File: src/rtl/clock_evict_pkg.sv
package clock_evict_pkg;
  typedef enum logic [1:0] {
    ST_IDLE  = 2'd0,
    ST_SWEEP = 2'd1,
    ST_GRANT = 2'd2
  } sweep_state_e;
endpackage

File: src/rtl/cev_first_free.sv
module cev_first_free #(
  parameter int N  = 8,
  parameter int IW = $clog2(N)
) (
  input  logic [N-1:0]  valid_vec,
  output logic          any_free,
  output logic [IW-1:0] free_idx
);
  // lowest-numbered empty frame wins
  always_comb begin
    any_free = 1'b0;
    free_idx = '0;
    for (int i = N - 1; i >= 0; i--) begin
      if (!valid_vec[i]) begin
        any_free = 1'b1;
        free_idx = IW'(i);
      end
    end
  end
endmodule

File: src/rtl/cev_frame_store.sv
module cev_frame_store #(
  parameter int N  = 8,
  parameter int IW = $clog2(N)
) (
  input  logic          clk,
  input  logic          rst_n,
  input  logic          hit_en,
  input  logic [IW-1:0] hit_idx,
  input  logic          clr_en,
  input  logic [IW-1:0] clr_idx,
  input  logic          lclr_en,
  input  logic [IW-1:0] lclr_idx,
  input  logic          fill_en,
  input  logic [IW-1:0] fill_idx,
  output logic [N-1:0]  valid_vec,
  output logic [N-1:0]  ref_vec
);
  for (genvar g = 0; g < N; g++) begin : g_frame
    logic res_q, use_q;
    logic set_use, drop_use;

    assign set_use  = (hit_en && hit_idx == IW'(g)) || (fill_en && fill_idx == IW'(g));
    assign drop_use = (clr_en && clr_idx == IW'(g)) || (lclr_en && lclr_idx == IW'(g));

    always_ff @(posedge clk) begin
      if (!rst_n) begin
        res_q <= 1'b0;
        use_q <= 1'b0;
      end else begin
        if (fill_en && fill_idx == IW'(g)) res_q <= 1'b1;
        // setting has priority over any clearing hand
        if (set_use)       use_q <= 1'b1;
        else if (drop_use) use_q <= 1'b0;
      end
    end

    assign valid_vec[g] = res_q;
    assign ref_vec[g]   = use_q;
  end
endmodule

File: src/rtl/cev_sweep_ctrl.sv
module cev_sweep_ctrl
  import clock_evict_pkg::*;
#(
  parameter int N  = 8,
  parameter int D  = 2,
  parameter int IW = $clog2(N)
) (
  input  logic          clk,
  input  logic          rst_n,
  input  logic          lead_en,
  input  logic          req_valid,
  output logic          req_ready,
  output logic          vic_valid,
  input  logic          vic_ready,
  output logic [IW-1:0] vic_idx,
  input  logic          any_free,
  input  logic [IW-1:0] free_idx,
  input  logic [N-1:0]  ref_vec,
  output logic          clr_en,
  output logic [IW-1:0] clr_idx,
  output logic          lclr_en,
  output logic [IW-1:0] lclr_idx,
  output logic          fill_en,
  output logic [IW-1:0] fill_idx
);
  localparam logic [IW:0] NW    = (IW+1)'(N);
  localparam logic [IW:0] ONE_W = (IW+1)'(1);
  localparam logic [IW:0] LD_W  = (IW+1)'(D % N);

  sweep_state_e  state_q;
  logic [IW-1:0] hand_q, vic_q;

  function automatic logic [IW-1:0] ring_add(input logic [IW-1:0] p, input logic [IW:0] k);
    logic [IW:0] s;
    s = {1'b0, p} + k;
    if (s >= NW) s = s - NW;
    return s[IW-1:0];
  endfunction

  always_ff @(posedge clk) begin
    if (!rst_n) begin
      state_q <= ST_IDLE;
      hand_q  <= '0;
      vic_q   <= '0;
    end else begin
      unique case (state_q)
        ST_IDLE: if (req_valid) begin
          if (any_free) begin
            vic_q   <= free_idx;
            state_q <= ST_GRANT;
          end else begin
            state_q <= ST_SWEEP;
          end
        end
        ST_SWEEP: begin
          if (!ref_vec[hand_q]) begin
            vic_q   <= hand_q;
            state_q <= ST_GRANT;
          end else begin
            hand_q <= ring_add(hand_q, ONE_W);
          end
        end
        ST_GRANT: if (vic_ready) begin
          hand_q  <= ring_add(vic_q, ONE_W);
          state_q <= ST_IDLE;
        end
        default: state_q <= ST_IDLE;
      endcase
    end
  end

  assign req_ready = (state_q == ST_IDLE);
  assign vic_valid = (state_q == ST_GRANT);
  assign vic_idx   = vic_q;
  assign clr_en    = (state_q == ST_SWEEP) && ref_vec[hand_q];
  assign clr_idx   = hand_q;
  assign lclr_en   = (state_q == ST_SWEEP) && lead_en;
  assign lclr_idx  = ring_add(hand_q, LD_W);
  assign fill_en   = vic_valid && vic_ready;
  assign fill_idx  = vic_q;
endmodule

File: src/rtl/clock_evict_engine.sv
module clock_evict_engine #(
  parameter int NFRAMES   = 8,
  parameter int LEAD_DIST = 2,
  localparam int IDXW     = $clog2(NFRAMES)
) (
  input  logic            clk,
  input  logic            rst_n,
  input  logic            lead_en,
  input  logic            hit_valid,
  input  logic [IDXW-1:0] hit_idx,
  input  logic            req_valid,
  output logic            req_ready,
  output logic            vic_valid,
  input  logic            vic_ready,
  output logic [IDXW-1:0] vic_idx
);
  logic [NFRAMES-1:0] valid_vec, ref_vec;
  logic               any_free;
  logic [IDXW-1:0]    free_idx;
  logic               clr_en, lclr_en, fill_en;
  logic [IDXW-1:0]    clr_idx, lclr_idx, fill_idx;

  cev_first_free #(.N(NFRAMES), .IW(IDXW)) u_free (
    .valid_vec (valid_vec),
    .any_free  (any_free),
    .free_idx  (free_idx)
  );

  cev_frame_store #(.N(NFRAMES), .IW(IDXW)) u_store (
    .clk       (clk),
    .rst_n     (rst_n),
    .hit_en    (hit_valid),
    .hit_idx   (hit_idx),
    .clr_en    (clr_en),
    .clr_idx   (clr_idx),
    .lclr_en   (lclr_en),
    .lclr_idx  (lclr_idx),
    .fill_en   (fill_en),
    .fill_idx  (fill_idx),
    .valid_vec (valid_vec),
    .ref_vec   (ref_vec)
  );

  cev_sweep_ctrl #(.N(NFRAMES), .D(LEAD_DIST), .IW(IDXW)) u_ctrl (
    .clk       (clk),
    .rst_n     (rst_n),
    .lead_en   (lead_en),
    .req_valid (req_valid),
    .req_ready (req_ready),
    .vic_valid (vic_valid),
    .vic_ready (vic_ready),
    .vic_idx   (vic_idx),
    .any_free  (any_free),
    .free_idx  (free_idx),
    .ref_vec   (ref_vec),
    .clr_en    (clr_en),
    .clr_idx   (clr_idx),
    .lclr_en   (lclr_en),
    .lclr_idx  (lclr_idx),
    .fill_en   (fill_en),
    .fill_idx  (fill_idx)
  );
endmodule

File: config.mk
export PLATFORM = sky130hd
export DESIGN_NAME = clock_evict_engine
export DESIGN_NICKNAME = d
export VERILOG_FILES = /design/src/rtl/clock_evict_pkg.sv /design/src/rtl/cev_first_free.sv /design/src/rtl/cev_frame_store.sv /design/src/rtl/cev_sweep_ctrl.sv /design/src/rtl/clock_evict_engine.sv
export SDC_FILE = /design/constraint.sdc
export NUM_CORES = 1
export LEC_CHECK = 0
export ABC_AREA = 1
export BUFFER_PORTS_ARGS = -buffer_cell sky130_fd_sc_hd__buf_2
export CORE_MARGIN = 2
export CORE_UTILIZATION = 35
export DETAILED_ROUTE_END_ITERATION = 16
export GPL_ROUTABILITY_DRIVEN = 0
export GPL_TIMING_DRIVEN = 0
export MAX_ROUTING_LAYER = met4
export PLACE_DENSITY = 0.52
export SYNTH_ARGS = -nofsm -noshare
export SYNTH_HDL_FRONTEND = slang
export SYNTH_SLANG_ARGS = --single-unit
File: constraint.sdc
create_clock -name clk -period 3 [get_ports clk]
set_clock_uncertainty 0.1 [all_clocks]
set_input_delay 0.6 -clock clk [delete_from_list [all_inputs] [get_ports clk]]
set_output_delay 0.6 -clock clk [all_outputs]
set_load 0.005 [all_outputs]
## Word-level counts from Yosys, hierarchy flattened

Index checks and enable logic that the tools add are counted.

| storage, ports and cells | value |
|---|---|
| output and inout bits | 5 |
| input bits | 9 |
| word-level logic and storage cells | 182 |
| bits in registers | 24 |

| operators by class | value |
|---|---|
| reductions and logical operators | 69 |
| eq/ne operators | 35 |
| add/subtract/negate cells | 6 |
| multiplexer cells | 49 |
| $lt $le $gt $ge | 4 |

Operator list:

| kind | number |
|---|---|
| 3-bit equality test (second input constant) | 16 |
| 3-bit 2-to-1 mux | 16 |
| 1-bit logical AND | 35 |
| 1-bit 2-to-1 mux | 25 |
| 3-bit by 2-bit equality test with 1-bit output (second input constant) | 8 |
| 2-bit nonzero test | 10 |
| 1-bit logical OR | 16 |
| 3-bit by 1-bit equality test with 1-bit output (second input constant) | 4 |
| 4-bit greater-or-equal comparator (second input constant) | 3 |
| 3-bit zero test | 4 |
| 3-bit case mux with 2 select lines | 2 |
| 3-bit by 1-bit subtractor with 3-bit output (second input constant) | 3 |
| 3-bit by 1-bit adder with 4-bit output (second input constant) | 2 |
| 2-bit 2-to-1 mux | 4 |
| 2-bit != test (second input constant) | 4 |
| 2-bit case mux with 3 select lines | 1 |
| 3-bit AND reduction | 2 |
| 3-bit by 2-bit adder with 4-bit output (second input constant) | 1 |
| 3-bit by 4-bit < comparator with 1-bit output (second input constant) | 1 |
| 4-bit AND reduction | 1 |
| 1-bit binary-select mux with 3-bit select | 1 |
| 2-bit by 1-bit equality test with 1-bit output (second input constant) | 1 |
| 2-bit equality test (second input constant) | 1 |
| 2-bit zero test | 1 |
| 2-bit by 1-bit != test with 1-bit output (second input constant) | 1 |

## Logic depth before layout (Yosys ltp)

| depth | value |
|---|---|
| word-level depth | 11 |
| gate-level depth with buffers | 12 |
| depth with buffers taken out | 11 |

## Cells and area by module

Synthesis repeated with hierarchy kept, for this count alone.

| unflattened totals | value |
|---|---|
| cell total of the unflattened synthesis | 276 |
| area, all modules | 1,676.6 µm² |

Modules (own cells, without submodules):

| module | times used | sequential area each (µm²) | area an instance (µm²) | cells an instance |
|---|---|---|---|---|
| cev_frame_store | 1 | 320.3 | 912.1 | 151 |
| cev_sweep_ctrl | 1 | 160.2 | 685.7 | 107 |
| cev_first_free | 1 | 0.0 | 78.8 | 18 |

## Least setup slack after synthesis

OpenSTA, ideal clock, no wires.

| timing path | value |
|---|---|
| path type | flip-flop to flip-flop |
| start | register u_ctrl.state_q[1] |
| end | register u_ctrl.hand_q[2], in the netlist u_ctrl.clr_idx[2] |
| library setup time | 0.132 ns |
| path slack | 1.516 ns |
| cell stages (with the launch flop) | 8 |
| buffers on the path | 0 |
| data required time | 2.768 ns |
| clock period less this slack | 1.484 ns |
| arrival | 1.252 ns |
| cell sequence | dfxtp_1 inv_2 nor2_4 o21ai_0 ha_1 xor2_1 nand2_1 a21oi_1 |

| on the way | value |
|---|---|
| cells in the longest elaborated chain, start to end | 3 |
| elaborated cells between the ends (all ways) | 7 |
| those cells by class | 4 x eq/ne; 1 x mux; 2 x reduce/logical |

RTL lines:

| element | RTL line | text |
|---|---|---|
| from (decl) | cev_sweep_ctrl.sv:30 | `sweep_state_e state_q;` |
| from (signal assigned) | cev_sweep_ctrl.sv:42 | `state_q <= ST_IDLE;` |
| from (signal assigned) | cev_sweep_ctrl.sv:50 | `state_q <= ST_GRANT;` |
| from (signal assigned) | cev_sweep_ctrl.sv:52 | `state_q <= ST_SWEEP;` |
| 2-bit equality test * | - |  |
| via vic_valid | clock_evict_engine.sv:13 | `output logic vic_valid,` |
| 2-bit != test (no source line) / 2-bit nonzero test (equally long branches) | - |  |
| 3-bit AND reduction (no source line) | - |  |
| to (signal assigned) | cev_sweep_ctrl.sv:60 | `hand_q <= ring_add(hand_q, ONE_W);` |
| to (signal assigned) | cev_sweep_ctrl.sv:64 | `hand_q <= ring_add(vic_q, ONE_W);` |
| to (decl) | cev_sweep_ctrl.sv:31 | `logic [IW-1:0] hand_q, vic_q;` |

Mark *: on every way through the listed nets, which the timed path passes. The rest lies on a longest branch.
A chain may end at the register's enable or synchronous reset.

## Worst setup path after layout

| timing path | value |
|---|---|
| start | register u_ctrl.state_q[1] |
| end | output port vic_valid |

| on the way | value |
|---|---|
| cells in the longest elaborated chain, start to end | 1 |

RTL lines:

| element | RTL line | text |
|---|---|---|
| 2-bit equality test | cev_sweep_ctrl.sv:73 | `assign vic_valid = (state_q == ST_GRANT);` |
| to (decl) | clock_evict_engine.sv:13 |  |

Every way passes these cells.

==> impl_metrics.env <==
export IMPL_dp_cells=292
export IMPL_timing_fmax_mhz=537.2
export IMPL_cts_htree_levels=1
export IMPL_ys_top_cells_by_count="63 x nand2_1, 48 x nor2_1, 24 x dfxtp_1"
export IMPL_port_buffers=13
export IMPL_ys_ff_latch=24
export IMPL_yosys_cell_count_top_type="nand2_1"
export IMPL_drv_slew=0
export IMPL_clk_pin_slew_worst_paths_ns=0.09
export IMPL_cellPowerDensity_nw_per_um2=448.5
export IMPL_vdd_drop_max_mv=0.1424
export IMPL_synth_top_area_share_pct=32.13
export IMPL_die_x_um=69.36
export IMPL_cellLeakagePower_uw=0.0007097
export IMPL_ant_nets=0
export IMPL_slew_headroom_pct=68.11
export IMPL_synth_cell_types=25
export IMPL_vias=1416
export IMPL_clkLatencyLatePin_ns=0.27
export IMPL_n_antenna_cell=0
export IMPL_fillers=420
export IMPL_fin_cells=296
export IMPL_drt_iter0_drc=76
export IMPL_via_per_inst=4.784
export IMPL_syn_avg_cell_area_um2=6.529
export IMPL_ctsHoldBuffers=0
export IMPL_postCtsSetupBuffers=0
export IMPL_dieArea_um2=4811
export IMPL_rsz0062_at_grt="false"
export IMPL_regArea_um2=480.5
export IMPL_ctsResizeCount=0
export IMPL_ys_flop_type="dfxtp_1"
export IMPL_cts_tree="yes"
export IMPL_fin_tns_setup_ns=0
export IMPL_drive_gt1_share_pct=18.29
export IMPL_endpoint="vic_valid"
export IMPL_antenna_found_initial=0
export IMPL_nets=257
export IMPL_synthCells=229
export IMPL_die_h_um=69.36
export IMPL_clk_root_buffer_cell="clkbuf_8"
export IMPL_critPathRequiredTime_ns=2.30
export IMPL_wl_per_cell_um=12.25
export IMPL_io_pins=14
export IMPL_dp_hpwl_um=2795
export IMPL_min_period_ns=1.862
export IMPL_cp_start_kind="register"
export IMPL_yosys_warnings=0
export IMPL_timing_reg2reg_setup_slack_ns=1.36
export IMPL_clock_path_buffers=2
export IMPL_clock_sinks=24
export IMPL_r2r_end="u_ctrl.clr_idx[2]"
export IMPL_async_flop_share_pct=0
export IMPL_finalCritPeriodShare_pct=62.06
export IMPL_std_cell_rows=23
export IMPL_coreArea_um2=4058
export IMPL_synth_top_area_cell="dfxtp_1"
export IMPL_drv_cap=0
export IMPL_critical_path_arrival_ns=1.16
export IMPL_grt_pass1_wl_um=6099
export IMPL_cts_buffers=3
export IMPL_hold_viol_final=0
export IMPL_reg2reg_from="u_ctrl.state_q[1]"
export IMPL_syn_nets=239
export IMPL_multiInputGateArea_um2=874.6
export IMPL_grt_max_degree=15
export IMPL_synth_area_top_cells="dfxtp_1 32%, nand2_1 16%, nor2_1 12%"
export IMPL_status="finished, final reports clean"
export IMPL_first_pass_iters=4
export IMPL_worst_setup_path_end_kind="output port"
export IMPL_seq_area_frac_synth_pct=32.13
export IMPL_grt_pass1_vias=1321
export IMPL_drt_total_wl_um=3626
export IMPL_synth_edf_count=0
export IMPL_critPathKind="register to output port"
export IMPL_cp_max_fo=9
export IMPL_syn_cell_area_um2=1495
export IMPL_worstMarginPinSlew_ns=0.4784
export IMPL_setup_violations=0
export IMPL_r2r_cells=8
export IMPL_hold_path_startpoint="u_store.g_frame[7].res_q"
export IMPL_overflow=0
export IMPL_start_util_pct=36.85
export IMPL_syn_to_final_growth_pct=13.31
export IMPL_drc=0
export IMPL_grtUsageTotal_pct=16.08
export IMPL_hp_class="register to register"
export IMPL_crit_start="u_ctrl.state_q[1]"
-- metrics by stage --
step                power (µW)  hold slack, ns  setup slack (ns)  area (µm²)  utilization, %
detailed placement       474.6          0.3927             1.379        1623           39.99
finish                   759.8          0.4044             1.138        1694           41.75
global placement         475.9          0.3859             1.360        1623           39.99
floorplan                439.3          0.3579             1.516        1495               -
global route             799.2          0.4501             1.062        1694           41.75
CTS                      769.7          0.4112             1.124        1694           41.75
-- area by class of cell --
| cell class | count | area share, % |
|---|---|---|
| multi-input combinational | 173 | 51.62 |
| clock inverter | 1 | 1.773 |
| buffer | 7 | 2.585 |
| inverter | 25 | 5.687 |
| clock buffer | 3 | 2.437 |
| timing repair buffer | 13 | 3.840 |
| tap | 50 | 3.693 |
| sequential | 24 | 28.36 |
-- power breakdown --
group / total (µW) / leakage [µW] / internal (µW) / switching (µW)
Clock: 292 / 0.0000357 / 179 / 113
Combinational: 117 / 0.000479 / 42.9 / 73.7
Sequential: 351 / 0.000195 / 333 / 18.5
Total: 760 / 0.000710 / 554 / 206
-- per-layer routing --
metal	global-route usage (%)	routed length, µm	vias up
met5	-	0	-
met4	3.268	34	0
met3	2.180	71	4
met2	25.21	1658	18
met1	22.23	1862	629
li1	-	-	765
-- worst max-delay path, cell delays in order, from the launching register on --
cell     delay [ns]
dfxtp_1        0.45
inv_2          0.08
nor2_4         0.20
buf_2          0.16
-- how the worst min path moves through the flow --
| stage | endpoint | slack [ns] | cells past startpoint |
|---|---|---|---|
| 2_1_floorplan | u_store.g_frame[7].res_q | 0.36 | 2 |
| 3_3_place_gp | u_store.g_frame[7].res_q | 0.39 | 2 |
| 3_5_place_dp | u_store.g_frame[7].res_q | 0.39 | 2 |
| 4_1_cts | u_store.g_frame[0].res_q | 0.41 | 2 |
| 5_1_grt | u_store.g_frame[1].res_q | 0.45 | 2 |
| 6_report | u_store.g_frame[7].res_q | 0.40 | 2 |
-- cell usage in the layout, fill, tap and decap left out, types with 2 or more instances in the layout --
cell | Yosys | layout
inv_2 | 4 | 4
nor2_1 | 48 | 48
clkbuf_8 | 0 | 3
nor4_2 | 8 | 8
clkbuf_1 | 3 | 3
inv_1 | 20 | 20
buf_2 | 2 | 15
o21ai_0 | 4 | 4
nand2_1 | 63 | 63
nor2_2 | 3 | 3
a21oi_1 | 13 | 13
o31a_1 | 8 | 8
nor2_4 | 2 | 2
nand2_2 | 3 | 3
dfxtp_1 | 24 | 24
nand3_1 | 13 | 13
buf_6 | 2 | 2
-- cell families after synthesis --
logic type | Yosys count | synth area share [%]
buffers and inverters | 32 | 9.372
DFF | 24 | 32.13
adders and majority gates | 1 | 0.8367
xor gates and xnor gates | 1 | 0.5859
AOI/OAI and AO/OA | 27 | 11.21
and+or+nand+nor | 144 | 45.86
-- sequential cells by signal, indices dropped and copies added (netlist names) --
register and flops:
u_store.g_frame.res_q 8, u_store.g_frame.use_q 8, u_ctrl.clr_idx 3, u_ctrl.fill_idx 3, u_ctrl.state_q 2
Power figures use the tool's default switching activity.
